===== src/rtl/cexu_pkg.sv =====
package cexu_pkg;
  typedef enum logic [1:0] {OP_ADD = 2'd0, OP_SUB = 2'd1, OP_AND = 2'd2, OP_MOV = 2'd3} alu_op_e;
  typedef enum logic [1:0] {SH_LSL = 2'd0, SH_LSR = 2'd1, SH_ASR = 2'd2, SH_ROR = 2'd3} shift_e;
  localparam int FLG_N = 3;
  localparam int FLG_Z = 2;
  localparam int FLG_C = 1;
  localparam int FLG_V = 0;
endpackage


===== src/rtl/cexu_cond.sv =====
module cexu_cond (
  input  logic [3:0] cond,
  input  logic [3:0] flags,
  output logic       pass
);
  import cexu_pkg::*;

  function automatic logic eval_pred(input logic [3:0] c, input logic [3:0] f);
    logic n, z, cy, v;
    n  = f[FLG_N];
    z  = f[FLG_Z];
    cy = f[FLG_C];
    v  = f[FLG_V];
    unique case (c)
      4'd0:  eval_pred = z;
      4'd1:  eval_pred = !z;
      4'd2:  eval_pred = cy;
      4'd3:  eval_pred = !cy;
      4'd4:  eval_pred = n;
      4'd5:  eval_pred = !n;
      4'd6:  eval_pred = v;
      4'd7:  eval_pred = !v;
      4'd8:  eval_pred = cy && !z;
      4'd9:  eval_pred = !cy || z;
      4'd10: eval_pred = (n == v);
      4'd11: eval_pred = (n != v);
      4'd12: eval_pred = !z && (n == v);
      4'd13: eval_pred = z || (n != v);
      4'd14: eval_pred = 1'b1;
      default: eval_pred = 1'b0;
    endcase
  endfunction

  assign pass = eval_pred(cond, flags);
endmodule


===== src/rtl/cexu_shift.sv =====
module cexu_shift #(
  parameter int W = 32,
  localparam int SHW = $clog2(W)
) (
  input  logic [W-1:0]   din,
  input  logic [1:0]     stype,
  input  logic [SHW-1:0] amt,
  input  logic           c_in,
  output logic [W-1:0]   dout,
  output logic           c_out
);
  import cexu_pkg::*;

  logic [W:0]     left_ext;
  logic [W:0]     right_ext;
  logic [2*W-1:0] rot_dbl;
  logic [W-1:0]   asr_val;

  always_comb begin
    left_ext  = {1'b0, din} << amt;
    right_ext = {din, 1'b0} >> amt;
    rot_dbl   = {din, din} >> amt;
    asr_val   = $unsigned($signed(din) >>> amt);
    unique case (shift_e'(stype))
      SH_LSL: dout = left_ext[W-1:0];
      SH_LSR: dout = right_ext[W:1];
      SH_ASR: dout = asr_val;
      default: dout = rot_dbl[W-1:0];
    endcase
    if (amt == '0)
      c_out = c_in;
    else if (shift_e'(stype) == SH_LSL)
      c_out = left_ext[W];
    else
      c_out = right_ext[0];
  end
endmodule


===== src/rtl/cexu_alu.sv =====
module cexu_alu #(
  parameter int W = 32
) (
  input  logic [1:0]   opsel,
  input  logic [W-1:0] a,
  input  logic [W-1:0] b,
  input  logic         sh_carry,
  input  logic [3:0]   flags_in,
  output logic [W-1:0] res,
  output logic [3:0]   flags_calc
);
  import cexu_pkg::*;

  function automatic logic [W:0] add_wide(input logic [W-1:0] x, input logic [W-1:0] y,
                                          input logic cin);
    add_wide = {1'b0, x} + {1'b0, y} + {{W{1'b0}}, cin};
  endfunction

  function automatic logic ovf(input logic sx, input logic sy, input logic sr);
    ovf = (sx == sy) && (sr != sx);
  endfunction

  logic [W:0] sum;
  logic       c_new, v_new;

  always_comb begin
    sum   = '0;
    c_new = sh_carry;
    v_new = flags_in[FLG_V];
    unique case (alu_op_e'(opsel))
      OP_ADD: begin
        sum   = add_wide(a, b, 1'b0);
        res   = sum[W-1:0];
        c_new = sum[W];
        v_new = ovf(a[W-1], b[W-1], res[W-1]);
      end
      OP_SUB: begin
        sum   = add_wide(a, ~b, 1'b1);
        res   = sum[W-1:0];
        c_new = sum[W];
        v_new = ovf(a[W-1], ~b[W-1], res[W-1]);
      end
      OP_AND: res = a & b;
      default: res = b;
    endcase
    flags_calc = '0;
    flags_calc[FLG_N] = res[W-1];
    flags_calc[FLG_Z] = (res == '0);
    flags_calc[FLG_C] = c_new;
    flags_calc[FLG_V] = v_new;
  end
endmodule


===== src/rtl/cexec_unit.sv =====
module cexec_unit #(
  parameter int W = 32,
  localparam int SHW = $clog2(W)
) (
  input  logic           clk,
  input  logic           rst_n,
  input  logic [3:0]     cond,
  input  logic [1:0]     opsel,
  input  logic           set_flags,
  input  logic [W-1:0]   op_a,
  input  logic [W-1:0]   op_b,
  input  logic [1:0]     shift_type,
  input  logic [SHW-1:0] shift_amt,
  output logic           exec_en,
  output logic [W-1:0]   result,
  output logic           result_we,
  output logic [3:0]     flags_next,
  output logic [3:0]     flags_q
);
  import cexu_pkg::*;

  logic [W-1:0] b_shifted;
  logic         shift_carry;
  logic [3:0]   flags_calc;
  logic         flag_load;

  cexu_cond u_cond (
    .cond  (cond),
    .flags (flags_q),
    .pass  (exec_en)
  );

  cexu_shift #(.W(W)) u_shift (
    .din   (op_b),
    .stype (shift_type),
    .amt   (shift_amt),
    .c_in  (flags_q[FLG_C]),
    .dout  (b_shifted),
    .c_out (shift_carry)
  );

  cexu_alu #(.W(W)) u_alu (
    .opsel      (opsel),
    .a          (op_a),
    .b          (b_shifted),
    .sh_carry   (shift_carry),
    .flags_in   (flags_q),
    .res        (result),
    .flags_calc (flags_calc)
  );

  assign result_we  = exec_en;
  assign flag_load  = exec_en && set_flags;
  assign flags_next = flag_load ? flags_calc : flags_q;

  always_ff @(posedge clk) begin
    if (!rst_n) flags_q <= '0;
    else        flags_q <= flags_next;
  end
endmodule


===== config.mk =====
export PLATFORM = sky130hd
export DESIGN_NAME = cexec_unit
export DESIGN_NICKNAME = d
export VERILOG_FILES = /design/src/rtl/cexu_pkg.sv /design/src/rtl/cexu_cond.sv /design/src/rtl/cexu_shift.sv /design/src/rtl/cexu_alu.sv /design/src/rtl/cexec_unit.sv
export SDC_FILE = /design/constraint.sdc
export NUM_CORES = 1
export LEC_CHECK = 0
export BUFFER_PORTS_ARGS = -buffer_cell sky130_fd_sc_hd__buf_2
export CELL_PAD_IN_SITES_DETAIL_PLACEMENT = 0
export CELL_PAD_IN_SITES_GLOBAL_PLACEMENT = 2
export CORE_AREA = 4 4 198 200
export CTS_CLUSTER_SIZE = 12
export DETAILED_ROUTE_END_ITERATION = 10
export DIE_AREA = 0 0 202 204
export PLACE_DENSITY = 0.79
export SETUP_SLACK_MARGIN = 0.4
export SYNTH_ARGS = -nofsm -noshare
export SYNTH_HDL_FRONTEND = slang
export SYNTH_SLANG_ARGS = --single-unit

===== constraint.sdc =====
create_clock -name clk -period 7.9 [get_ports clk]
set_input_delay 0.395 -clock clk [delete_from_list [all_inputs] [get_ports clk]]
set_output_delay 0.395 -clock clk [all_outputs]
set_load 0.05 [all_outputs]

== Yosys cells after proc, flatten, opt, wreduce, memory -nomap -nowiden ==
Cells that the tools add are included.
Operators by class
  $add $sub $neg: 3
  equality and inequality tests: 24
  shift operators: 4
  mux-type cells: 8
  bitwise gates (word level): 3
  reductions and logical operators: 16
Operators with widths (count)
  32-bit one-hot mux with 3 select lines: 2
  32-bit by 32-bit adder with 33-bit output: 2
  64-bit by 5-bit right shift with 32-bit output: 1
  33-bit by 1-bit adder with 33-bit output, second input constant: 1
  32-bit by 5-bit left shift with 33-bit output: 1
  33-bit by 5-bit right shift with 33-bit output: 1
  32-bit AND: 1
  32-bit logical NOT: 1
  32-bit NOT: 1
  32-bit by 5-bit >>> shifter with 32-bit output: 1
  4-bit equality test, second input constant: 7
  4-bit by 3-bit equality test with 1-bit output, second input constant: 4
  1-bit one-hot mux with 15 select lines: 1
  4-bit by 2-bit equality test with 1-bit output, second input constant: 2
  1-bit logical AND: 5
  5-bit logical NOT: 1
  2-bit by 1-bit equality test with 1-bit output, second input constant: 2
  2-bit equality test, second input constant: 2
  4-bit by 1-bit equality test with 1-bit output, second input constant: 1
  1-bit logical NOT: 4
  2-bit logical NOT: 2
  4-bit logical NOT: 1
  4-bit two-way mux: 1
  1-bit one-hot mux with 2 select lines: 2
  other kinds (5): 11
Word-level totals
  register bits: 4
  input port bits: 80
  output and inout bits: 42
  logic and storage cells: 59

== Longest topological paths before layout ==
  depth in word-level cells: 9
  gate-level depth with buffers: 27

== Cells and area by module ==
Synthesis repeated with hierarchy kept, for this count alone.
Second synthesis, totals
  cells, all modules: 1557
  area total of the unflattened synthesis: 11260.8 um2
Modules (own cells, without submodules)
  cexu_shift: instances 1, cells an instance 820, area an instance 6348.6 um2, sequential area each 0.0 um2
  cexu_alu: instances 1, cells an instance 685, area an instance 4493.1 um2, sequential area each 0.0 um2
  cexec_unit: instances 1, cells an instance 24, area an instance 225.2 um2, sequential area each 80.1 um2
  cexu_cond: instances 1, cells an instance 28, area an instance 193.9 um2, sequential area each 0.0 um2

== Worst setup path after synthesis ==
OpenSTA, ideal clock, no wires.
  path type: input port to output port
  start point: input shift_amt[1]
  end point: output flags_next[2]
  arrival time: 6549 ps
  data required time: 7505 ps
  path slack: 956 ps
  cell stages on the path: 26
  buffers on the path: 7
  cells stage by stage: buf_6 -> buf_6 -> buf_6 -> buf_4 -> buf_2 -> buf_2 -> mux4_2 -> nand2_1 -> o21ai_0 -> mux2i_1 -> o211ai_1 -> a21oi_1 -> a21oi_1 -> ha_1 -> clkbuf_1 -> or4_1 -> nor3b_1 -> nand2_1 -> a2bb2oi_1 -> nand4_1 -> or3_1 -> nor4_1 -> nor4_1 -> nor4_1 -> nand4_1 -> o31ai_1
On the way
  word-level cells in the longest chain between the ends: 8
  elaborated cells between the ends (all ways): 13
  those cells by class: 3 x add/sub; 4 x shift; 3 x mux; 2 x bitwise; 1 x reduce/logical
Ends and longest elaborated chain
  start, declared: RTL line cexec_unit.sv:13  | input logic [SHW-1:0] shift_amt,
  64-bit by 5-bit right shift with 32-bit output (tied with other cells): RTL line cexu_shift.sv:22  | rot_dbl = {din, din} >> amt;
  32-bit one-hot mux with 3 select lines *: RTL line cexu_shift.sv:24  | unique case (shift_e'(stype))
  32-bit NOT: RTL line cexu_alu.sv:38  | sum = add_wide(a, ~b, 1'b1);
  32-bit by 32-bit adder with 33-bit output: RTL line cexu_alu.sv:16  | add_wide = {1'b0, x} + {1'b0, y} + {{W{1'b0}}, cin};
  33-bit by 1-bit adder with 33-bit output: RTL line cexu_alu.sv:16
  32-bit one-hot mux with 3 select lines *: RTL line cexu_alu.sv:30  | unique case (alu_op_e'(opsel))
  net result[31]: RTL line cexec_unit.sv:15  | output logic [W-1:0] result,
  32-bit logical NOT *: RTL line cexu_alu.sv:48  | flags_calc[FLG_Z] = (res == '0);
  4-bit two-way mux *: RTL line cexec_unit.sv:54  | assign flags_next = flag_load ? flags_calc : flags_q;
  end, declared: RTL line cexec_unit.sv:17  | output logic [3:0] flags_next,
Mark *: on every way through the listed nets, which the timed path passes. The rest lies on a longest branch.

== Worst setup path after layout ==
  start point: input shift_amt[3]
  end point: output flags_next[2]
On the way
  word-level cells in the longest chain between the ends: 8
  elaborated cells between the ends (all ways): 13
  those cells by class: 3 x add/sub; 4 x shift; 3 x mux; 2 x bitwise; 1 x reduce/logical
Ends and longest elaborated chain (RTL line)
  64-bit by 5-bit right shift with 32-bit output (tied with other cells): cexu_shift.sv:22
  32-bit one-hot mux with 3 select lines *: cexu_shift.sv:24
  32-bit NOT: cexu_alu.sv:38
  32-bit by 32-bit adder with 33-bit output: cexu_alu.sv:16
  33-bit by 1-bit adder with 33-bit output: cexu_alu.sv:16
  32-bit one-hot mux with 3 select lines *: cexu_alu.sv:30
  32-bit logical NOT *: cexu_alu.sv:48
  4-bit two-way mux *: cexec_unit.sv:54
Mark *: on every way between the ends. The rest lies on a longest branch, timed or not.

==> qor.yml <==
place_inst: 2465
p_sw_mw: 1.26
syn2layout_area_growth_pct: 13.4
tritoncts: "done"
power_frac_seq_pct: 1.3
row_count: 71
cp_data_required_time_ns: 7.51
yosysMostFrequentCell: "nor2_1"
hold_class: "in2reg"
dp_hpwl_um: 64700
slowest_stage: "nor4_1"
met1_length_um: 31600
synthTopCellsByCount: "182 x nor2_1, 164 x nand2_1, 142 x a21oi_1"
clkTransAtPathRegs_ns: 0.03
maxCapViolations: 0
via_per_inst: 6.97
top_register: "flags_q"
worst_path_dominant_cell_family: "compound AO/OA/AOI/OAI gates"
setup.worst_path.class: "in2out"
leakage_nw: 5.93
io_pins: 122
htreeDepth: 1
synth_area_leaders: "mux4_2 9.4%, mux2i_1 8.2%, ha_1 7.1%"
fin_crit_ns: 7.52
clock-sinks: 4
period_share_pct: 95.2
hp-start: "rst_n"
worst_pin_slew_ns: 1.26
grt_pass1_wl_um: 118000
slew_headroom_pct: 13.7
numCtsBuffers: 3
r2r-start: "flags_q[3]"
num_vias: 17235
synth_enable_flop_cells: 0
crit_path_start_kind: "input pin"
synthArstFlopShare_pct: 0
power.density_nw_per_um2: 134
synth_ff_type: "dfxtp_1"
gp_congestion: 1.08
drc: 0
grt_usage_pct: 38.1
whs_endpoint: "flags_q[3]"
dr_wl_met3_um: 7740
top_layer: "met5"
overflow: 0
slowest_delay_ns: 0.61
grt_pass1_vias: 16434
grt_max_degree: 79
whs_path_depth: 2
crit_path_cell_trace: "buf_6 -> buf_4 -> buf_4 -> mux2_2 -> o221ai_1 -> o22a_1 -> o211ai_1 -> o211ai_1 -> inv_1 -> ha_1 -> nor4_1 -> nand3_1 -> a21oi_1 -> a211oi_1 -> xnor2_1 -> a22oi_1 -> o211ai_2 -> or4_1 -> nor4_2 -> nand4_1 -> buf_4 -> o31ai_1 -> buf_2"
synth_seq_cells: 4
setup_viol: 0
fin_worst_skew_ns: 0.000347
yosysUniqueCellTypes: 93
dieArea_sq_um: 41200
start_util_pct: 34.5
p_sw_share_pct: 64.4
dpl_worst_slack_ns: 0.0191
fmax_mhz: 133
drt_iter0_markers: 2434
syn_area_per_cell_sq_um: 6.87
rsz0062_at_grt: "no"
layoutNonFillerInstCount: 2471
wl_um: 83000
combPwrFrac_pct: 94.7
synth_seq_area_share_pct: 0.620
crit_top_cell: "buf_4"
port_buffers: 121
peakVddDrop_uv: 52.5
slew_violations: 0
wl_per_cell_um: 33.6
yosys.area.top_type: "mux4_2"
fp.dieW_um: 202
synth_area_sq_um: 12900
fin_setup_tns_ns: 0
ys_warn_count: 0
critPathMaxFanout: 49
final_nets: 2116
rr_worst_depth: 12
intPower_mw: 0.696
synth_cells: 1879
worstPathArrival_ns: 7.12
clockBufferDepth: 2
r2r_end: "flags_q[2]"
cts_root_buffer: "clkbuf_16"
finalHoldViolCount: 0
status: "completed"
first_pass_iters: 8
route.met2.wl_um: 36700
fp.coreArea_sq_um: 37400
path_buf_inv: 6
drive_gt1_share_pct: 21.1
largest_reg_flops: 4
yosysTopAreaCellShare_pct: 9.42
synth_nets: 2034
insertion_delay_ns: 0.22
clockPowerShare_pct: 4.0
ant_nets: 0
r2r_slack_ns: 4.17
die_y_um: 204
top_regs: "flags_q x4"
end_kind: "primary output"
worst_slack_ns: 0.381
antenna_found_initial: 2
[worst max-delay path by stage]
stage,from,endpoint,depth (start not counted)
after floorplan,shift_amt[1],flags_next[2],26
after global placement,shift_amt[1],flags_next[2],23
after detailed placement,shift_amt[1],flags_next[2],23
after CTS,shift_amt[1],flags_next[2],26
after global routing,shift_amt[1],flags_next[2],23
final,shift_amt[3],flags_next[2],23
[kinds of logic after synthesis]
family / Yosys count / synth area share (%)
compound gates: 659 / 35.0
xor+xnor: 39 / 2.65
fa+ha+maj: 75 / 7.39
buf+inv: 274 / 8.92
flops: 4 / 0.620
mux: 219 / 22.9
simple gates: 609 / 22.6
[final cells by class]
class | count | area [sq um]
Tap cell | 511 | 639
Timing Repair Buffer | 256 | 1730
Fill cell | 4154 | 22800
Multi-Input combinational cell | 1601 | 11700
Clock buffer | 3 | 75.1
Inverter | 95 | 360
Sequential cell | 4 | 80.1
Antenna cell | 1 | 2.50
[power groups by stage]
stage	registers [mW]	logic [mW]	clock network (mW)
finish	0.0251	1.85	0.0789
global placement	0.0252	1.79	0
floorplan	0.0268	1.15	0
global route	0.0257	1.94	0.0822
detailed placement	0.0254	1.77	0
CTS	0.0251	1.79	0.0803
[cells in the final DEF (no fill, tap or decap), types with 23 or more instances in the layout]
master / n
a211oi_1: 26
a21o_1: 23
a21oi_1: 141
a22oi_1: 33
a31oi_1: 25
buf_2: 117
buf_4: 129
ha_1: 72
inv_1: 89
mux2_2: 53
mux2i_1: 104
mux4_2: 54
nand2_1: 164
nand2b_1: 26
nand3_1: 47
nor2_1: 179
nor3_1: 38
nor4_1: 23
o211ai_1: 40
o21ai_0: 104
o22ai_1: 32
o31ai_1: 24
xnor2_1: 36
[worst reg2reg max path: cells and delay by family, from the launching register on]
kind | cells | cell delay, ns
simple gates | 5 | 1.44
compound gates | 3 | 1.10
flops | 1 | 0.49
buf+inv | 1 | 0.23
xor+xnor | 2 | 0.23
mux | 1 | 0.12
[per-stage QoR]
stage / instance area [sq um] / power, mW / hold slack, ns / util, %
after global placement: 14400 / 1.82 / 0.641 / 38.6
after floorplan: 12900 / 1.17 / 0.504 / -
after CTS: 14500 / 1.89 / 0.456 / 38.8
after global routing: 14600 / 2.05 / 0.480 / 39.1
after detailed placement: 14400 / 1.80 / 0.652 / 38.6
final: 14600 / 1.96 / 0.464 / 39.1
[repair_timing]
action,in CTS,in global routing
endpoints found under the setup margin,1,3
resized for setup,7,26
pin swaps,0,2
hold buffers,0,0
buffers inserted,0,2
endpoints found under the hold margin,0,0
[routing by layer]
layer	vias to the layer above	global-route usage, %
li1	7317	-
met4	4	23.5
met5	-	1.19
met1	8296	47.2
met3	349	6.74
met2	1269	61.4
(Power assumes the default switching activity.)
